==> src/rtl/mash111_mod.sv <==
module mash111_mod #(
  parameter int DW = 16
) (
  input  logic                 clk,
  input  logic                 rst,
  input  logic                 din_vld,
  input  logic signed [DW-1:0] din,
  output logic                 dout_vld,
  output logic signed [3:0]    dout
);
  localparam int AW = DW + 2;
  localparam int OW = 4;
  localparam logic signed [AW-1:0] FS  = AW'(1) << (DW - 1);
  localparam logic signed [AW-1:0] LIM = AW'(1) << DW;

  logic signed [AW-1:0] acc1, acc2, acc3;
  logic signed [AW-1:0] lv1, lv2, lv3;
  logic signed [AW-1:0] u2, u3;
  logic signed [AW-1:0] nx1, nx2, nx3;
  logic q1, q2, q3;
  logic q1d1, q1d2, q2d1, q2d2, q3d1, q3d2;
  logic [1:0] fill;
  logic signed [OW-1:0] mix;

  function automatic logic signed [OW-1:0] lvl(input logic b);
    return b ? OW'(1) : -OW'(1);
  endfunction

  assign q1  = ~acc1[AW-1];
  assign q2  = ~acc2[AW-1];
  assign q3  = ~acc3[AW-1];
  assign lv1 = q1 ? FS : -FS;
  assign lv2 = q2 ? FS : -FS;
  assign lv3 = q3 ? FS : -FS;

  assign u2  = acc1 - lv1;
  assign u3  = acc2 - lv2;
  assign nx1 = acc1 + AW'(din) - lv1;
  assign nx2 = acc2 + u2 - lv2;
  assign nx3 = acc3 + u3 - lv3;

  assign mix = lvl(q1d2) + lvl(q2d1) - lvl(q2d2)
             + lvl(q3) - (lvl(q3d1) <<< 1) + lvl(q3d2);

  always_ff @(posedge clk) begin
    if (rst) begin
      acc1 <= '0; acc2 <= '0; acc3 <= '0;
      q1d1 <= 1'b0; q1d2 <= 1'b0;
      q2d1 <= 1'b0; q2d2 <= 1'b0;
      q3d1 <= 1'b0; q3d2 <= 1'b0;
      fill <= '0;
      dout <= '0;
      dout_vld <= 1'b0;
    end else begin
      dout_vld <= din_vld;
      if (din_vld) begin
        acc1 <= nx1; acc2 <= nx2; acc3 <= nx3;
        q1d1 <= q1; q1d2 <= q1d1;
        q2d1 <= q2; q2d2 <= q2d1;
        q3d1 <= q3; q3d2 <= q3d1;
        fill <= (fill == 2'd2) ? fill : fill + 2'd1;
        dout <= (fill == 2'd2) ? mix : '0;
      end
    end
  end

  p_vld_r2: assert property (@(posedge clk) disable iff (rst)
    din_vld |=> dout_vld);
  p_novld_r2: assert property (@(posedge clk) disable iff (rst)
    !din_vld |=> !dout_vld);
  p_masked_r3: assert property (@(posedge clk) disable iff (rst)
    fill != 2'd2 |-> dout == '0);
  p_odd_r7: assert property (@(posedge clk) disable iff (rst)
    (dout_vld && fill == 2'd2 && $past(fill) == 2'd2) |-> (dout[0] && dout != -OW'(8)));
  p_no_overflow_r8: assert property (@(posedge clk) disable iff (rst)
    (acc1 >= -LIM && acc1 < LIM && acc2 >= -LIM && acc2 < LIM && acc3 >= -LIM && acc3 < LIM));
  p_hold_r9: assert property (@(posedge clk) disable iff (rst)
    !din_vld |=> ($stable(acc1) && $stable(acc2) && $stable(acc3) && $stable(dout)));
endmodule

==> config.mk <==
export PLATFORM = sky130hd
export DESIGN_NAME = mash111_mod
export DESIGN_NICKNAME = d
export VERILOG_FILES = /design/src/rtl/mash111_mod.sv
export SDC_FILE = /design/constraint.sdc
export NUM_CORES = 1
export LEC_CHECK = 0
export BUFFER_PORTS_ARGS = -buffer_cell sky130_fd_sc_hd__buf_2
export CORE_MARGIN = 5
export CORE_UTILIZATION = 35
export CTS_CLUSTER_SIZE = 40
export DETAILED_ROUTE_END_ITERATION = 12
export GPL_TIMING_DRIVEN = 1
export PLACE_DENSITY = 0.49
export SLEW_MARGIN = 20
export SYNTH_ARGS = -nofsm -noshare
export SYNTH_HDL_FRONTEND = slang
export SYNTH_SLANG_ARGS = --single-unit
==> constraint.sdc <==
create_clock -name clk -period 6.05 [get_ports clk]
set_clock_uncertainty 0.15 [all_clocks]
set_input_delay 1.5125 -clock clk [delete_from_list [all_inputs] [get_ports clk]]
set_output_delay 1.5125 -clock clk [all_outputs]
set_load 0.05 [all_outputs]
---- Word level (Yosys, flattened, before mapping) ----
Cells that the tools add are included.
W data, S select, Z words.
cells by class
  $add $sub $neg .......................... 14
  eq/ne operators ......................... 1
  multiplexer cells ....................... 10
  bitwise logic cells ..................... 4
  reductions and logical operators ........ 1
operator list
  operator               number
  $sub A18 B18 Y18       5
  $mux W18               3
  $add A18 B18 Y18       2
  $mux W4                6
  $add A18 B16 Y18       1
  $add A4 B4 Y4          3
  $sub A4 B4 Y4          2
  $not A1 Y1             4
  $mux W3                1
  $add A2 B1 Y2 const B  1
  $eq A2 B2 Y1 const B   1
  $reduce_and A2 Y1      1
word-level totals
  bits in registers ....................... 67
  input bits .............................. 19
  output and inout bits ................... 5
  logic and storage cells ................. 42

---- Logic depth before layout (Yosys ltp) ----
  depth after elaboration ................. 7
  depth in mapped cells ................... 15
  depth with buffers taken out ............ 15

---- Worst setup path after synthesis ----
OpenSTA, ideal clock, no wires.
  path type ............................... input to register
  from .................................... input din[2]
  to ...................................... register acc1[10]
  setup time .............................. 130 ps
  arrival time ............................ 3413 ps
  required time ........................... 5770 ps
  setup slack ............................. 2357 ps
  stages on the path ...................... 11
  buffers on the path ..................... 0
  path through ............................ inv_1 ha_1 inv_1 ha_1 nor2b_1 o31a_1 or2_1 a31o_1 a21oi_1 mux2i_1 o31ai_1
on the way
  word-level cells in the longest chain between the ends .. 2
RTL lines
  element               RTL line  source
  from (decl)           7         input logic signed [DW-1:0] din,
  $add A18 B16 Y18      38        assign nx1 = acc1 + AW'(din) - lv1;
  $sub A18 B18 Y18      38
  to (signal assigned)  57        acc1 <= nx1; acc2 <= nx2; acc3 <= nx3;
  to (decl)             16        logic signed [AW-1:0] acc1, acc2, acc3;
No other way between the ends.
A chain may end at the register's enable or synchronous reset.

---- Worst setup path after layout ----
  from .................................... input din[3]
  to ...................................... register acc1[17]
Same word-level chain as after synthesis.

==> impl_summary.log <==
INFO  metric status = completed
INFO  metric core_region_area = 0.0172 mm2
INFO  metric synth_cell_type_count = 68
INFO  metric gp_routability_congestion = 0.819
INFO  metric cap_violations = 0
INFO  metric number_of_synthesized_flops_with_an_enable_pin = 0
INFO  metric synth_cells = 745
INFO  metric cp_slowest_stage_delay = 0.35 ns
INFO  metric antenna_diode_instance_count = 0
INFO  metric detail_route.first_pass.iterations = 4
INFO  metric critical_path_peak_fanout = 5
INFO  metric cts-htree-levels = 3
INFO  metric global_route.usage.total = 12.9%
INFO  metric routed_wirelength = 12,200 um
INFO  metric sequential_to_total_area_share_from_yosys_stat = 21.9%
INFO  metric worstSetupStartpointType = input port
INFO  metric portBuffers = 23
INFO  metric finalNetCount = 892
INFO  metric number_of_core_rows = 48
INFO  metric initial_core_util = 35.5%
INFO  metric mostFrequentLayoutCell = sky130_fd_sc_hd__inv_1
INFO  metric grt_setup_unrepaired = no
INFO  metric grt_max_degree = 73
INFO  metric postSynthAreaPerCell = 8.21 um2
INFO  metric drv_slew = 0
INFO  metric clock-root-buffer = sky130_fd_sc_hd__clkbuf_16
INFO  metric yosys_register_bits = 67
INFO  metric dpl.hpwl = 9360 um
INFO  metric ys.flop_type = sky130_fd_sc_hd__dfxtp_1
INFO  metric wl_per_cell = 12.2 um
INFO  metric setup-tns-final = 0 ns
INFO  metric cp.required = 6.09 ns
INFO  metric detail_route.vias_per_cell = 4.87
INFO  metric design.die.area = 0.0202 mm2
INFO  metric path_buf_inv = 3
INFO  metric number_of_buffers_created_by_cts = 9
INFO  metric dieHeight = 142 um
INFO  metric cp-end-kind = flip-flop
INFO  metric post_cts_resized = 0
INFO  metric synthToLayoutAreaGrowth = 10.6%
INFO  metric setup_viol = 0
INFO  metric worstHoldPathType = flip-flop to flip-flop
INFO  metric cts_buffer_depth = 2
INFO  metric worst_skew_pair.late_latency = 0.34 ns
INFO  metric post-cts-setup-buffer-count = 0
INFO  metric io_pins = 24
INFO  metric worstHoldStart = acc2[14]
INFO  metric startpoint = din[3]
INFO  metric detailedRoute.firstIterationViolations = 217
INFO  metric tritoncts_num_sinks = 67
INFO  metric grt_antenna_before_repair = 0
INFO  metric fin_crit_sh = 61.3%
INFO  metric postSynth.asyncResetShare = 0%
INFO  metric clk_pin_slew_worst_paths = 0.06 ns
INFO  metric criticalPathCategory = input port to flip-flop
INFO  metric synthesis.area = 0.00612 mm2
INFO  metric post-route-min-period = 3.71 ns
INFO  metric tritoncts = yes
INFO  metric finalWorstSetupSlack = 2.34 ns
INFO  metric grt_overflow_total = 0
INFO  metric cts-hold-fix-buffers = 0
INFO  metric finalHoldWorstSlack = 0.294 ns
INFO  metric route.detailed.drc = 0
INFO  metric regToRegStartpoint = acc3[17]
INFO  metric timing.critical_path.arrival = 3.75 ns
INFO  metric setup.reg_to_reg.worst_slack = 2.43 ns
INFO  metric finalHoldViolCount = 0
INFO  metric ff2ff_path_depth = 14
INFO  metric placed_cell_area = 0.00646 mm2
INFO  metric grt_pass1_vias = 4,672
INFO  metric r2r-end = dout[3]
INFO  metric cpMaxStageDelayCell = sky130_fd_sc_hd__ha_1
INFO  metric routed-via-count = 4,836
INFO  metric grt_pass1_wl = 21,300 um
INFO  metric timing_worst_slew_pin_value = 0.813 ns
INFO  metric cp_top_family = compound AO/OA/AOI/OAI gates
INFO  metric postRouteAntennaNets = 0
INFO  metric hold_end = acc2[14]
INFO  metric post_synthesis_net_count = 874
INFO  metric post-route-cell-area = 0.00677 mm2
INFO  metric worstPathCellList = buf_2, inv_1, ha_1, inv_1, ha_1, a21o_1, a31oi_1, o211ai_1, a41oi_1, mux2i_1, o21a_1, nor3_1
INFO  metric die_w = 142 um
INFO  metric yosys_warnings = 0
INFO  metric fraction_of_final_layout_cells_with_drive_strength_greater_than_1 = 7.29%
INFO  metric min_path_cells = 2
INFO  metric most-common-layout-cells = sky130_fd_sc_hd__inv_1 (158), sky130_fd_sc_hd__ha_1 (101), sky130_fd_sc_hd__nor2_1 (69)
INFO  metric achievable-frequency = 270 MHz
INFO  metric slew_headroom = 45.8%
INFO  metric pre_cts_ws = 2.01 ns
## cell usage after synthesis (3+ instances only)
cell type | count | share of area [%]
sky130_fd_sc_hd__a31oi_1 | 7 | 0.72
sky130_fd_sc_hd__o21ai_0 | 15 | 1.2
sky130_fd_sc_hd__ha_1 | 101 | 21
sky130_fd_sc_hd__fa_1 | 9 | 2.9
sky130_fd_sc_hd__a211oi_1 | 9 | 1.1
sky130_fd_sc_hd__dfxtp_1 | 67 | 22
sky130_fd_sc_hd__a211o_1 | 3 | 0.43
sky130_fd_sc_hd__nand3_1 | 10 | 0.82
sky130_fd_sc_hd__nand4_1 | 6 | 0.61
sky130_fd_sc_hd__nand2_1 | 29 | 1.8
sky130_fd_sc_hd__inv_1 | 158 | 9.7
sky130_fd_sc_hd__nor2_1 | 69 | 4.2
sky130_fd_sc_hd__nor2b_1 | 5 | 0.51
sky130_fd_sc_hd__a21o_1 | 15 | 1.8
sky130_fd_sc_hd__and3_1 | 3 | 0.31
sky130_fd_sc_hd__buf_2 | 3 | 0.25
sky130_fd_sc_hd__a21oi_1 | 33 | 2.7
sky130_fd_sc_hd__a311oi_1 | 3 | 0.43
sky130_fd_sc_hd__nand2b_1 | 12 | 1.2
sky130_fd_sc_hd__xor2_1 | 12 | 1.7
sky130_fd_sc_hd__nor3_1 | 3 | 0.25
sky130_fd_sc_hd__mux2i_1 | 33 | 5.4
sky130_fd_sc_hd__buf_1 | 4 | 0.25
sky130_fd_sc_hd__a41oi_1 | 3 | 0.43
sky130_fd_sc_hd__clkbuf_1 | 11 | 0.67
sky130_fd_sc_hd__o21a_1 | 14 | 1.7
sky130_fd_sc_hd__o31ai_1 | 8 | 0.98
sky130_fd_sc_hd__o21ai_1 | 5 | 0.41
sky130_fd_sc_hd__o211ai_1 | 4 | 0.49
sky130_fd_sc_hd__xnor2_1 | 40 | 5.7
## worst max-delay path by stage
stage	endpoint	slack, ns	cells after the start
6_report	acc1[17]	2.34	12
2_1_floorplan	acc1[10]	2.36	11
3_3_place_gp	acc1[17]	2.08	12
3_5_place_dp	acc1[17]	2.01	12
4_1_cts	acc1[17]	2.36	12
5_1_grt	acc1[17]	2.12	12
## metal layers
metal | track usage [%] | wire (um) | vias up | share of wire [%]
met2 | 22.5 | 5910 | 40 | 49
met3 | 2.92 | 320 | 11 | 2.6
li1 | - | - | 2542 | -
met1 | 15.7 | 5760 | 2243 | 47
met4 | 4.04 | 155 | 0 | 1.3
met5 | 0 | 0 | - | 0
## sequential cells by signal, summed over array words and instances (netlist names)
register  flops
dout_vld      1
q2d2          1
fill          2
acc3         18
q3d2          1
acc2         18
q3d1          1
acc1         18
dout          4
q1d1          1
q1d2          1
q2d1          1
## worst min-delay path, stage by stage, from the launching register on
cell and delay, ns:
sky130_fd_sc_hd__dfxtp_1 0.31, sky130_fd_sc_hd__nand2_1 0.05, sky130_fd_sc_hd__o21ai_1 0.05
## cell families (layout without fill, tap and decap cells)
| group | Yosys count | after routing | share of synthesized area (%) |
|---|---|---|---|
| DFF | 67 | 67 | 21.9 |
| adders and majority gates | 110 | 110 | 23.6 |
| buffers and inverters | 176 | 199 | 10.9 |
| and+or+nand+nor | 162 | 162 | 13.6 |
| muxes | 34 | 34 | 5.58 |
| xor gates and xnor gates | 52 | 52 | 7.44 |
| AOI/OAI and AO/OA | 144 | 144 | 17.0 |
## layout make-up
cell class,instances,area (um2)
flip-flops and latches,67,1340
repair buffers,25,133
well taps,225,282
inverters,158,593
clock buffers,12,256
multi-input cells,502,4110
clock inverters,4,48.8
fillers,1786,10500
## stage by stage
step	utilization, %	cells
floorplan	-	745
global placement	37.5	977
detailed placement	37.5	977
CTS	39.3	993
global route	39.3	993
finish	39.3	993
Power is not shown: default switching activity piles up to over one toggle a cycle in this logic, so the estimate is an artifact.
